### config.mk
export PLATFORM = sky130hd
export DESIGN_NAME = superio_cfg_port
export DESIGN_NICKNAME = d
export VERILOG_FILES = /design/src/rtl/superio_cfg_pkg.sv /design/src/rtl/superio_cfg_lock.sv /design/src/rtl/superio_cfg_bank.sv /design/src/rtl/superio_cfg_port.sv
export SDC_FILE = /design/constraint.sdc
export NUM_CORES = 1
export LEC_CHECK = 0
export BUFFER_PORTS_ARGS = -buffer_cell sky130_fd_sc_hd__clkbuf_2
export CAP_MARGIN = 20
export CORE_MARGIN = 10
export CORE_UTILIZATION = 35
export DETAILED_ROUTE_END_ITERATION = 8
export HOLD_SLACK_MARGIN = 0.05
export PLACE_DENSITY_LB_ADDON = 0.25
export SYNTH_ARGS = -nofsm -noshare
export SYNTH_HDL_FRONTEND = slang
export SYNTH_HIERARCHICAL = 1
export SYNTH_SLANG_ARGS = --single-unit
### constraint.sdc
create_clock -name clk_i -period 2.7 [get_ports clk_i]
set_clock_uncertainty 0.05 [all_clocks]
set_input_delay 0.405 -clock clk_i [delete_from_list [all_inputs] [get_ports clk_i]]
set_output_delay 0.405 -clock clk_i [all_outputs]
set_load 0.01 [all_outputs]
### src/rtl/superio_cfg_pkg.sv
package superio_cfg_pkg;
  typedef enum logic [1:0] {
    LK_CLOSED = 2'd0,
    LK_HALF   = 2'd1,
    LK_OPEN   = 2'd2
  } lk_state_e;

  localparam logic [7:0] IDX_LDN       = 8'h07;
  localparam logic [7:0] IDX_CHIP_HI   = 8'h20;
  localparam logic [7:0] IDX_CHIP_LO   = 8'h21;
  localparam logic [7:0] IDX_VENDOR_HI = 8'h22;
  localparam logic [7:0] IDX_VENDOR_LO = 8'h23;
  localparam logic [7:0] IDX_EN        = 8'h30;
  localparam logic [7:0] IDX_BASE_HI   = 8'h60;
  localparam logic [7:0] IDX_BASE_LO   = 8'h61;
  localparam logic [7:0] IDX_IRQ       = 8'h70;
endpackage

### src/rtl/superio_cfg_lock.sv
module superio_cfg_lock
  import superio_cfg_pkg::*;
#(
  parameter logic [7:0] UNLOCK_KEY = 8'h87,
  parameter logic [7:0] LOCK_KEY   = 8'hAA
) (
  input  logic       clk_i,
  input  logic       rst_ni,
  input  logic       idx_wr_i,
  input  logic [7:0] wdata_i,
  output logic       open_o
);
  lk_state_e state_q, state_d;

  always_comb begin
    state_d = state_q;
    if (idx_wr_i) begin
      unique case (state_q)
        LK_CLOSED: state_d = (wdata_i == UNLOCK_KEY) ? LK_HALF : LK_CLOSED;
        LK_HALF:   state_d = (wdata_i == UNLOCK_KEY) ? LK_OPEN : LK_CLOSED;
        LK_OPEN:   state_d = (wdata_i == LOCK_KEY) ? LK_CLOSED : LK_OPEN;
        default:   state_d = LK_CLOSED;
      endcase
    end
  end

  always_ff @(posedge clk_i or negedge rst_ni) begin
    if (!rst_ni) state_q <= LK_CLOSED;
    else         state_q <= state_d;
  end

  assign open_o = (state_q == LK_OPEN);

  AST_OPEN_NEEDS_TWO_KEYS: assert property (@(posedge clk_i) disable iff (!rst_ni)
    (state_q == LK_OPEN && $past(state_q) != LK_OPEN) |->
      ($past(state_q) == LK_HALF && $past(idx_wr_i) && $past(wdata_i) == UNLOCK_KEY));
  AST_LOCK_CLOSES: assert property (@(posedge clk_i) disable iff (!rst_ni)
    (open_o && idx_wr_i && wdata_i == LOCK_KEY) |=> !open_o);
endmodule

### src/rtl/superio_cfg_bank.sv
module superio_cfg_bank
  import superio_cfg_pkg::*;
#(
  parameter int IRQ_W = 4
) (
  input  logic             clk_i,
  input  logic             rst_ni,
  input  logic             wr_i,
  input  logic [7:0]       idx_i,
  input  logic [7:0]       wdata_i,
  output logic             en_o,
  output logic [15:0]      base_o,
  output logic [IRQ_W-1:0] irq_o,
  output logic [7:0]       rdata_o
);
  logic             en_q;
  logic [15:0]      base_q;
  logic [IRQ_W-1:0] irq_q;

  always_ff @(posedge clk_i or negedge rst_ni) begin
    if (!rst_ni) begin
      en_q   <= 1'b0;
      base_q <= '0;
      irq_q  <= '0;
    end else if (wr_i) begin
      unique case (idx_i)
        IDX_EN:      en_q         <= wdata_i[0];
        IDX_BASE_HI: base_q[15:8] <= wdata_i;
        IDX_BASE_LO: base_q[7:0]  <= wdata_i;
        IDX_IRQ:     irq_q        <= wdata_i[IRQ_W-1:0];
        default:     ;
      endcase
    end
  end

  always_comb begin
    rdata_o = '0;
    unique case (idx_i)
      IDX_EN:      rdata_o[0]         = en_q;
      IDX_BASE_HI: rdata_o            = base_q[15:8];
      IDX_BASE_LO: rdata_o            = base_q[7:0];
      IDX_IRQ:     rdata_o[IRQ_W-1:0] = irq_q;
      default:     ;
    endcase
  end

  assign en_o   = en_q;
  assign base_o = base_q;
  assign irq_o  = irq_q;
endmodule

### src/rtl/superio_cfg_port.sv
module superio_cfg_port
  import superio_cfg_pkg::*;
#(
  parameter int          NUM_LDEV   = 4,
  parameter int          IRQ_W      = 4,
  parameter logic [7:0]  UNLOCK_KEY = 8'h87,
  parameter logic [7:0]  LOCK_KEY   = 8'hAA,
  parameter logic [15:0] CHIP_ID    = 16'h1234,
  parameter logic [15:0] VENDOR_ID  = 16'h5678
) (
  input  logic                      clk_i,
  input  logic                      rst_ni,
  input  logic                      wr_i,
  input  logic                      rd_i,
  input  logic                      port_sel_i,
  input  logic [7:0]                wdata_i,
  output logic [7:0]                rdata_o,
  output logic                      cfg_open_o,
  output logic [NUM_LDEV-1:0]       dev_en_o,
  output logic [16*NUM_LDEV-1:0]    dev_base_o,
  output logic [IRQ_W*NUM_LDEV-1:0] dev_irq_o
);
  localparam int         LDN_W   = (NUM_LDEV > 1) ? $clog2(NUM_LDEV) : 1;
  localparam int         LDN_CNT = 1 << LDN_W;
  localparam logic [7:0] LDN_LIM = 8'(NUM_LDEV);

  logic             open;
  logic             idx_wr, data_wr;
  logic [7:0]       idx_q, ldn_q, rd_val, rdata_q;
  logic             ldn_ok;
  logic [LDN_W-1:0] ldn_sel;
  logic [7:0]       bank_rdata [LDN_CNT];
  logic [NUM_LDEV-1:0] bank_wr;

  assign idx_wr  = wr_i && !port_sel_i;
  assign data_wr = wr_i && port_sel_i && open;
  assign ldn_ok  = ldn_q < LDN_LIM;
  assign ldn_sel = ldn_q[LDN_W-1:0];

  superio_cfg_lock #(
    .UNLOCK_KEY(UNLOCK_KEY),
    .LOCK_KEY  (LOCK_KEY)
  ) u_lock (
    .clk_i   (clk_i),
    .rst_ni  (rst_ni),
    .idx_wr_i(idx_wr),
    .wdata_i (wdata_i),
    .open_o  (open)
  );

  always_ff @(posedge clk_i or negedge rst_ni) begin
    if (!rst_ni) begin
      idx_q <= '0;
      ldn_q <= '0;
    end else begin
      if (idx_wr && open && wdata_i != LOCK_KEY) idx_q <= wdata_i;
      if (data_wr && idx_q == IDX_LDN)            ldn_q <= wdata_i;
    end
  end

  for (genvar g = 0; g < LDN_CNT; g++) begin : g_bank
    if (g < NUM_LDEV) begin : g_real
      assign bank_wr[g] = data_wr && ldn_q == 8'(g);
      superio_cfg_bank #(.IRQ_W(IRQ_W)) u_bank (
        .clk_i  (clk_i),
        .rst_ni (rst_ni),
        .wr_i   (bank_wr[g]),
        .idx_i  (idx_q),
        .wdata_i(wdata_i),
        .en_o   (dev_en_o[g]),
        .base_o (dev_base_o[16*g +: 16]),
        .irq_o  (dev_irq_o[IRQ_W*g +: IRQ_W]),
        .rdata_o(bank_rdata[g])
      );
    end else begin : g_pad
      assign bank_rdata[g] = '0;
    end
  end

  always_comb begin
    rd_val = 8'hFF;
    if (open) begin
      if (!port_sel_i) rd_val = idx_q;
      else begin
        unique case (idx_q)
          IDX_LDN:       rd_val = ldn_q;
          IDX_CHIP_HI:   rd_val = CHIP_ID[15:8];
          IDX_CHIP_LO:   rd_val = CHIP_ID[7:0];
          IDX_VENDOR_HI: rd_val = VENDOR_ID[15:8];
          IDX_VENDOR_LO: rd_val = VENDOR_ID[7:0];
          IDX_EN, IDX_BASE_HI, IDX_BASE_LO, IDX_IRQ:
                         rd_val = ldn_ok ? bank_rdata[ldn_sel] : 8'h00;
          default:       rd_val = 8'h00;
        endcase
      end
    end
  end

  always_ff @(posedge clk_i or negedge rst_ni) begin
    if (!rst_ni)   rdata_q <= 8'hFF;
    else if (rd_i) rdata_q <= rd_val;
  end

  assign rdata_o    = rdata_q;
  assign cfg_open_o = open;

  AST_CLOSED_READS_FF: assert property (@(posedge clk_i) disable iff (!rst_ni)
    (!cfg_open_o && rd_i) |=> rdata_o == 8'hFF);
  AST_CLOSED_WRITE_IGNORED: assert property (@(posedge clk_i) disable iff (!rst_ni)
    (!cfg_open_o && wr_i && port_sel_i) |=>
      ($stable(dev_en_o) && $stable(dev_base_o) && $stable(dev_irq_o)));
  AST_OOR_LDN_NO_EFFECT: assert property (@(posedge clk_i) disable iff (!rst_ni)
    (cfg_open_o && wr_i && port_sel_i && !ldn_ok) |=>
      ($stable(dev_en_o) && $stable(dev_base_o) && $stable(dev_irq_o)));
  AST_ONE_BANK_WR: assert property (@(posedge clk_i) disable iff (!rst_ni)
    $onehot0(bank_wr));
endmodule

---- After elaboration in Yosys (flattened, before gate mapping) ----
Index checks and enable logic that the tools add are counted.
cells by class
  reduce and logical (&&, ||, !) cells .... 30
  $lt $le $gt $ge ......................... 2
  multiplexer cells ....................... 23
  bitwise gates (word level) .............. 1
  eq/ne operators ......................... 17
operator list
  cell                number
  $pmux 8 s6          1
  $eq 8x6->1 const B  5
  $mux 8              5
  $pmux 3 s3          4
  $pmux 4 s2          4
  $reduce_and 2->1    16
  $eq 8x7->1 const B  3
  $bmux 8 s2          1
  $eq 8x2->1 const B  2
  $eq 8x8->1 const B  2
  $pmux 1 s4          4
  $logic_and 1x1->1   10
  $eq 8x1->1 const B  1
  $eq 8x3->1 const B  1
  $logic_not 8->1     1
  $lt 8x3->1 const B  1
  $ne 8x8->1 const B  1
  $pmux 2 s3          1
  $mux 2              2
  $reduce_or 4->1     1
  $ge 3x3->1 const B  1
  $not 2->3           1
  $eq 2x1->1 const B  1
  $eq 2x2->1 const B  1
  other kinds (3)     3
storage, ports and cells
  input port bits ......................... 13
  flip-flop bits (word level) ............. 110
  output and inout bits ................... 93

---- Logic depth before layout (Yosys ltp) ----
  word-level depth ........................ 9
  gate-level depth with buffers ........... 9
  mapped depth without buffers ............ 9

---- By module ----
Netlist, hierarchy kept.
by module, submodules not included
  module            sequential area each (um^2)  cells each  times used  area each (um^2)
  superio_cfg_bank  525.5                        77          4           1,024.7
  superio_cfg_port  610.6                        140         1           1,524.0
  superio_cfg_lock  50.0                         12          1           145.1

---- Worst setup path after synthesis ----
No wires, ideal clock.
  kind .................................... reg2reg
  start ................................... register ldn_q[6]
  end ..................................... register g_bank[1].g_real.u_bank.irq_q[0]
  stages on the path, launching flop included .. 7
  period minus slack after synthesis ...... 2.669 ns
  data arrival time ....................... 2.494 ns
  data required time ...................... 2.525 ns
  slack ................................... 0.031 ns
  setup time .............................. 0.125 ns
  cell sequence ........................... dfrtp_1 > or4_4 > or4_1 > nor3b_1 > inv_1 > or3_4 > mux2_4
on the way
  word-level cells in the longest chain between the ends .. 3
RTL lines
  what                               line                    text
  start, declared                    superio_cfg_port.sv:29  logic [7:0] idx_q, ldn_q, rd_val, rdata_q;
  start signal, assigned             superio_cfg_port.sv:57  if (data_wr && idx_q == IDX_LDN) ldn_q <= wdata_i;
  $eq 8x1->1                         superio_cfg_port.sv:63  assign bank_wr[g] = data_wr && ldn_q == 8'(g);
  $logic_and 1x1->1                  superio_cfg_port.sv:63
  net bank_wr[1]                     superio_cfg_port.sv:33  logic [NUM_LDEV-1:0] bank_wr;
  $reduce_and 2->1 (no source line)  -
  end signal, assigned               superio_cfg_bank.sv:30  IDX_IRQ: irq_q <= wdata_i[IRQ_W-1:0];
  end, declared                      superio_cfg_bank.sv:18  logic [IRQ_W-1:0] irq_q;
The timed path passes the listed nets, and every way through them passes these cells.
A chain may end at the register's enable or synchronous reset.

---- Worst setup path after layout ----
  start ................................... register ldn_q[6]
  end ..................................... register g_bank[0].g_real.u_bank.irq_q[2]
on the way
  word-level cells in the longest chain between the ends .. 3
RTL lines
  what                               line
  $logic_not 8->1                    superio_cfg_port.sv:63
  $logic_and 1x1->1                  superio_cfg_port.sv:63
  net bank_wr[0]                     superio_cfg_port.sv:33
  $reduce_and 2->1 (no source line)  -
  end signal, assigned               superio_cfg_bank.sv:30
  end, declared                      superio_cfg_bank.sv:18
The timed path passes the listed nets, and every way through them passes these cells.

==> flow_summary.toml <==
[critical_path]
crit_path_start_kind = "register"
cp-end-kind = "register"
r2r-start = "ldn_q[6]"
reg2reg_depth = 7
crit_fanout = 4
crit_required_ns = 2.89
r2r_end = "g_bank[0].g_real.u_bank/irq_o[2]"
path_class = "reg -> reg"
critPathArrivalTime_ns = 2.83
worstSetupStartpoint = "ldn_q[6]"
rrSetupSlack_ns = 0.06

[route]
routed_via_density = 5.474
drc_errors = 0
first_pass_iters = 6
antenna_left = 0
vias = 4538
wire_per_inst_um = 21.90
drt-initial-drc-count = 273
wl_um = 18160

[placed_design]
place.detailed.hpwl_um = 13530
port_buffers = 105
post_dp_cell_area_um2 = 6930
globalplace.congestion = 0.8401
place_ws_ns = -0.06001

[hold_path]
hold_end = "rdata_o[4]"
min_path_type = "in -> reg"
hold_start = "rd_i"
worstHoldPathCells = 3

[synth]
syn_area_um2 = 5768
yosys_warnings = 6
syn-instance-count = 460
avgSynthCellArea_um2 = 12.54
synth_top_family_by_area = "multiplexers"
yosysSeqAreaShare = 0.4790
synth_edf_count = 0
ys_ff_latch = 110
synth_fa_ha_area_frac = 0
synth_flop_cell = "dfrtp_1"
ys_types = 51
muxShareOfSynthArea = 0.2495
synth-simple-area-share = 0.1434
async_flop_share = 1.000
syn-num-nets = 473
synth_compound_area_frac = 0.09913
synthXorXnorAreaFrac = 0

[global_route]
grt_max_degree = 81
grt_usage = 0.1683
antenna_found_initial = 0
grt_pass1_vias = 4861
grt_overflow = 0
grt_first_pass_wirelength_um = 28860

[timing]
min_period_ns = 2.643
setup_viol = 0
max_freq_mhz = 378.4
maxSlewViolCount = 0
tightestPinTransition_ns = 0.6603
slew_headroom = 0.5538
finalHoldWorstSlack_ns = 0.3293
hold_viol_final = 0
timing.final.crit_share = 0.9789
fin_ws_ns = 0.05698

[floorplan]
fp-row-count = 46
dieArea_um2 = 22020
start_util = 0.3605
core_um2 = 16000
die_height_um = 148.4
die_w_um = 148.4
io_pins = 106

[finish]
syn_to_final_growth_pct = 26.27
fin_nets = 621
diodes = 0
drive_above_1_share = 0.5024
final_core_util = 0.4552
stdcell_area_um2 = 7283

[cts]
htree_num_levels = 3
cts_root_buf = "clkbuf_16"
cts_tree = "built"
cts.sinks = 110
post_cts_buffers = 0
clk_latency_ns = 0.36
cts.clk_slew.worst_paths_ns = 0.08
cts_buffer_depth = 2
cts_buffers = 9

[pwr]
ir_drop_mv = 0.3307
p_per_area_nw_per_um2 = 516.5
p_total_w = 0.003762
p_leak_nw = 3.524

[run]
drv_cap = 0

[status]
status = "completed"
## flip-flops by register name, indices dropped and copies added, names as in the netlist
register and flops:
idx_q 8, g_bank.g_real.u_bank/en_o 4, g_bank.g_real.u_bank/irq_o 16, ldn_q 8, g_bank.g_real.u_bank/base_o 64, rdata_o 8, u_lock/state_q 2
## cell families after synthesis
group,after synthesis
DFF,110
AOI/OAI and AO/OA,72
buffers and inverters,43
muxes,115
and+or+nand+nor,120
## Yosys cell counts (2+ instances only)
library cell / count / area [um2]
nor4bb_1: 2 / 20.02
dfrtp_1: 102 / 2552
nor3b_1: 5 / 37.54
nand3_1: 16 / 80.08
nor3_1: 18 / 90.09
mux4_2: 8 / 180.2
nor4_1: 6 / 37.54
nand4_1: 4 / 25.02
a211oi_1: 4 / 30.03
mux2_2: 72 / 810.8
buf_2: 5 / 25.02
nor2_1: 9 / 33.78
a221oi_1: 2 / 17.52
and4bb_1: 3 / 37.54
mux2_4: 16 / 240.2
inv_1: 23 / 86.33
o21ai_1: 5 / 25.02
mux2i_1: 5 / 50.05
nor2b_1: 3 / 18.77
and3_1: 6 / 37.54
nand4b_1: 6 / 52.55
mux2_1: 14 / 157.7
nand2b_1: 3 / 18.77
o211ai_1: 2 / 15.01
a21oi_1: 9 / 45.04
or4_1: 2 / 15.01
dfstp_2: 8 / 210.2
and2_1: 10 / 62.56
or4_4: 6 / 67.56
or3_4: 4 / 45.04
a31oi_1: 4 / 25.02
a221o_1: 12 / 120.1
nand2_1: 4 / 15.01
and4bb_2: 4 / 50.05
nor4b_1: 4 / 35.03
o31ai_1: 5 / 37.54
o21ai_0: 6 / 30.03
a22o_1: 16 / 140.1
clkbuf_1: 15 / 56.30
## per-layer routing
layer  routed length [um]  track usage  part of all wire  vias up
li1                     -            -                 -     2067
met1                 8270       0.2212              0.46     2314
met2                 8563       0.2689              0.47      136
met3                 1041      0.03792             0.057       21
met4                  285      0.05352             0.016        0
met5                    0            0                 0        -
## cell type report
class,instances,area [um2]
Clock buffer,9,225.2
Clock inverter,7,63.81
Fill cell,1541,8717
Inverter,23,86.33
Multi-Input combinational cell,307,2885
Sequential cell,110,2769
Tap cell,216,270.3
Timing Repair Buffer,157,983.4
## how the worst max path moves through the flow
stage,to,slack [ns]
final,g_bank[0].g_real.u_bank/irq_o[2],0.06
after global routing,g_bank[0].g_real.u_bank/irq_o[0],-0.002
after CTS,rdata_o[1],0.01
after detailed placement,g_bank[1].g_real.u_bank/irq_o[1],-0.06
after global placement,g_bank[0].g_real.u_bank/irq_o[0],0.01
after floorplan,g_bank[1].g_real.u_bank/irq_o[0],0.03
## cells in the final DEF, fill, tap and decap left out, types with 10 or more instances in the layout
master	synthesis	layout
a221o_1	12	12
a22o_1	16	16
and2_1	10	10
buf_4	0	47
clkbuf_2	0	104
dfrtp_1	102	97
inv_1	23	23
mux2_1	14	14
mux2_2	72	72
mux2_4	16	16
nand3_1	16	16
nor3_1	18	17
## power by group
part / internal (W) / switching [W]
logic: 0.000264 / 0.000323
registers: 0.00173 / 0.000118
clock network: 0.000652 / 0.000677
total: 0.00264 / 0.00112
## metrics by stage
step	setup TNS, ns	instances
detailed placement	-0.5978	812
floorplan	0	460
CTS	0	829
finish	0	829
global placement	0	812
global route	-0.001727	829
## critical path: stages, from the launching register on
cell     delay [ns]
dfrtp_1        0.40
or4_4          0.56
or4_4          0.47
nor3_4         0.13
buf_4          0.15
inv_1          0.04
or3_4          0.42
mux2_4         0.31
## timing repair
item | in CTS | in global routing
pin swaps | 0 | 1
resized for setup | 4 | 11
hold buffers | 1 | 0
endpoints found under the setup margin | 18 | 28
endpoints found under the hold margin | 30 | 0
gates cloned | 0 | 0
No activity file was read; power rests on OpenSTA's default activity.
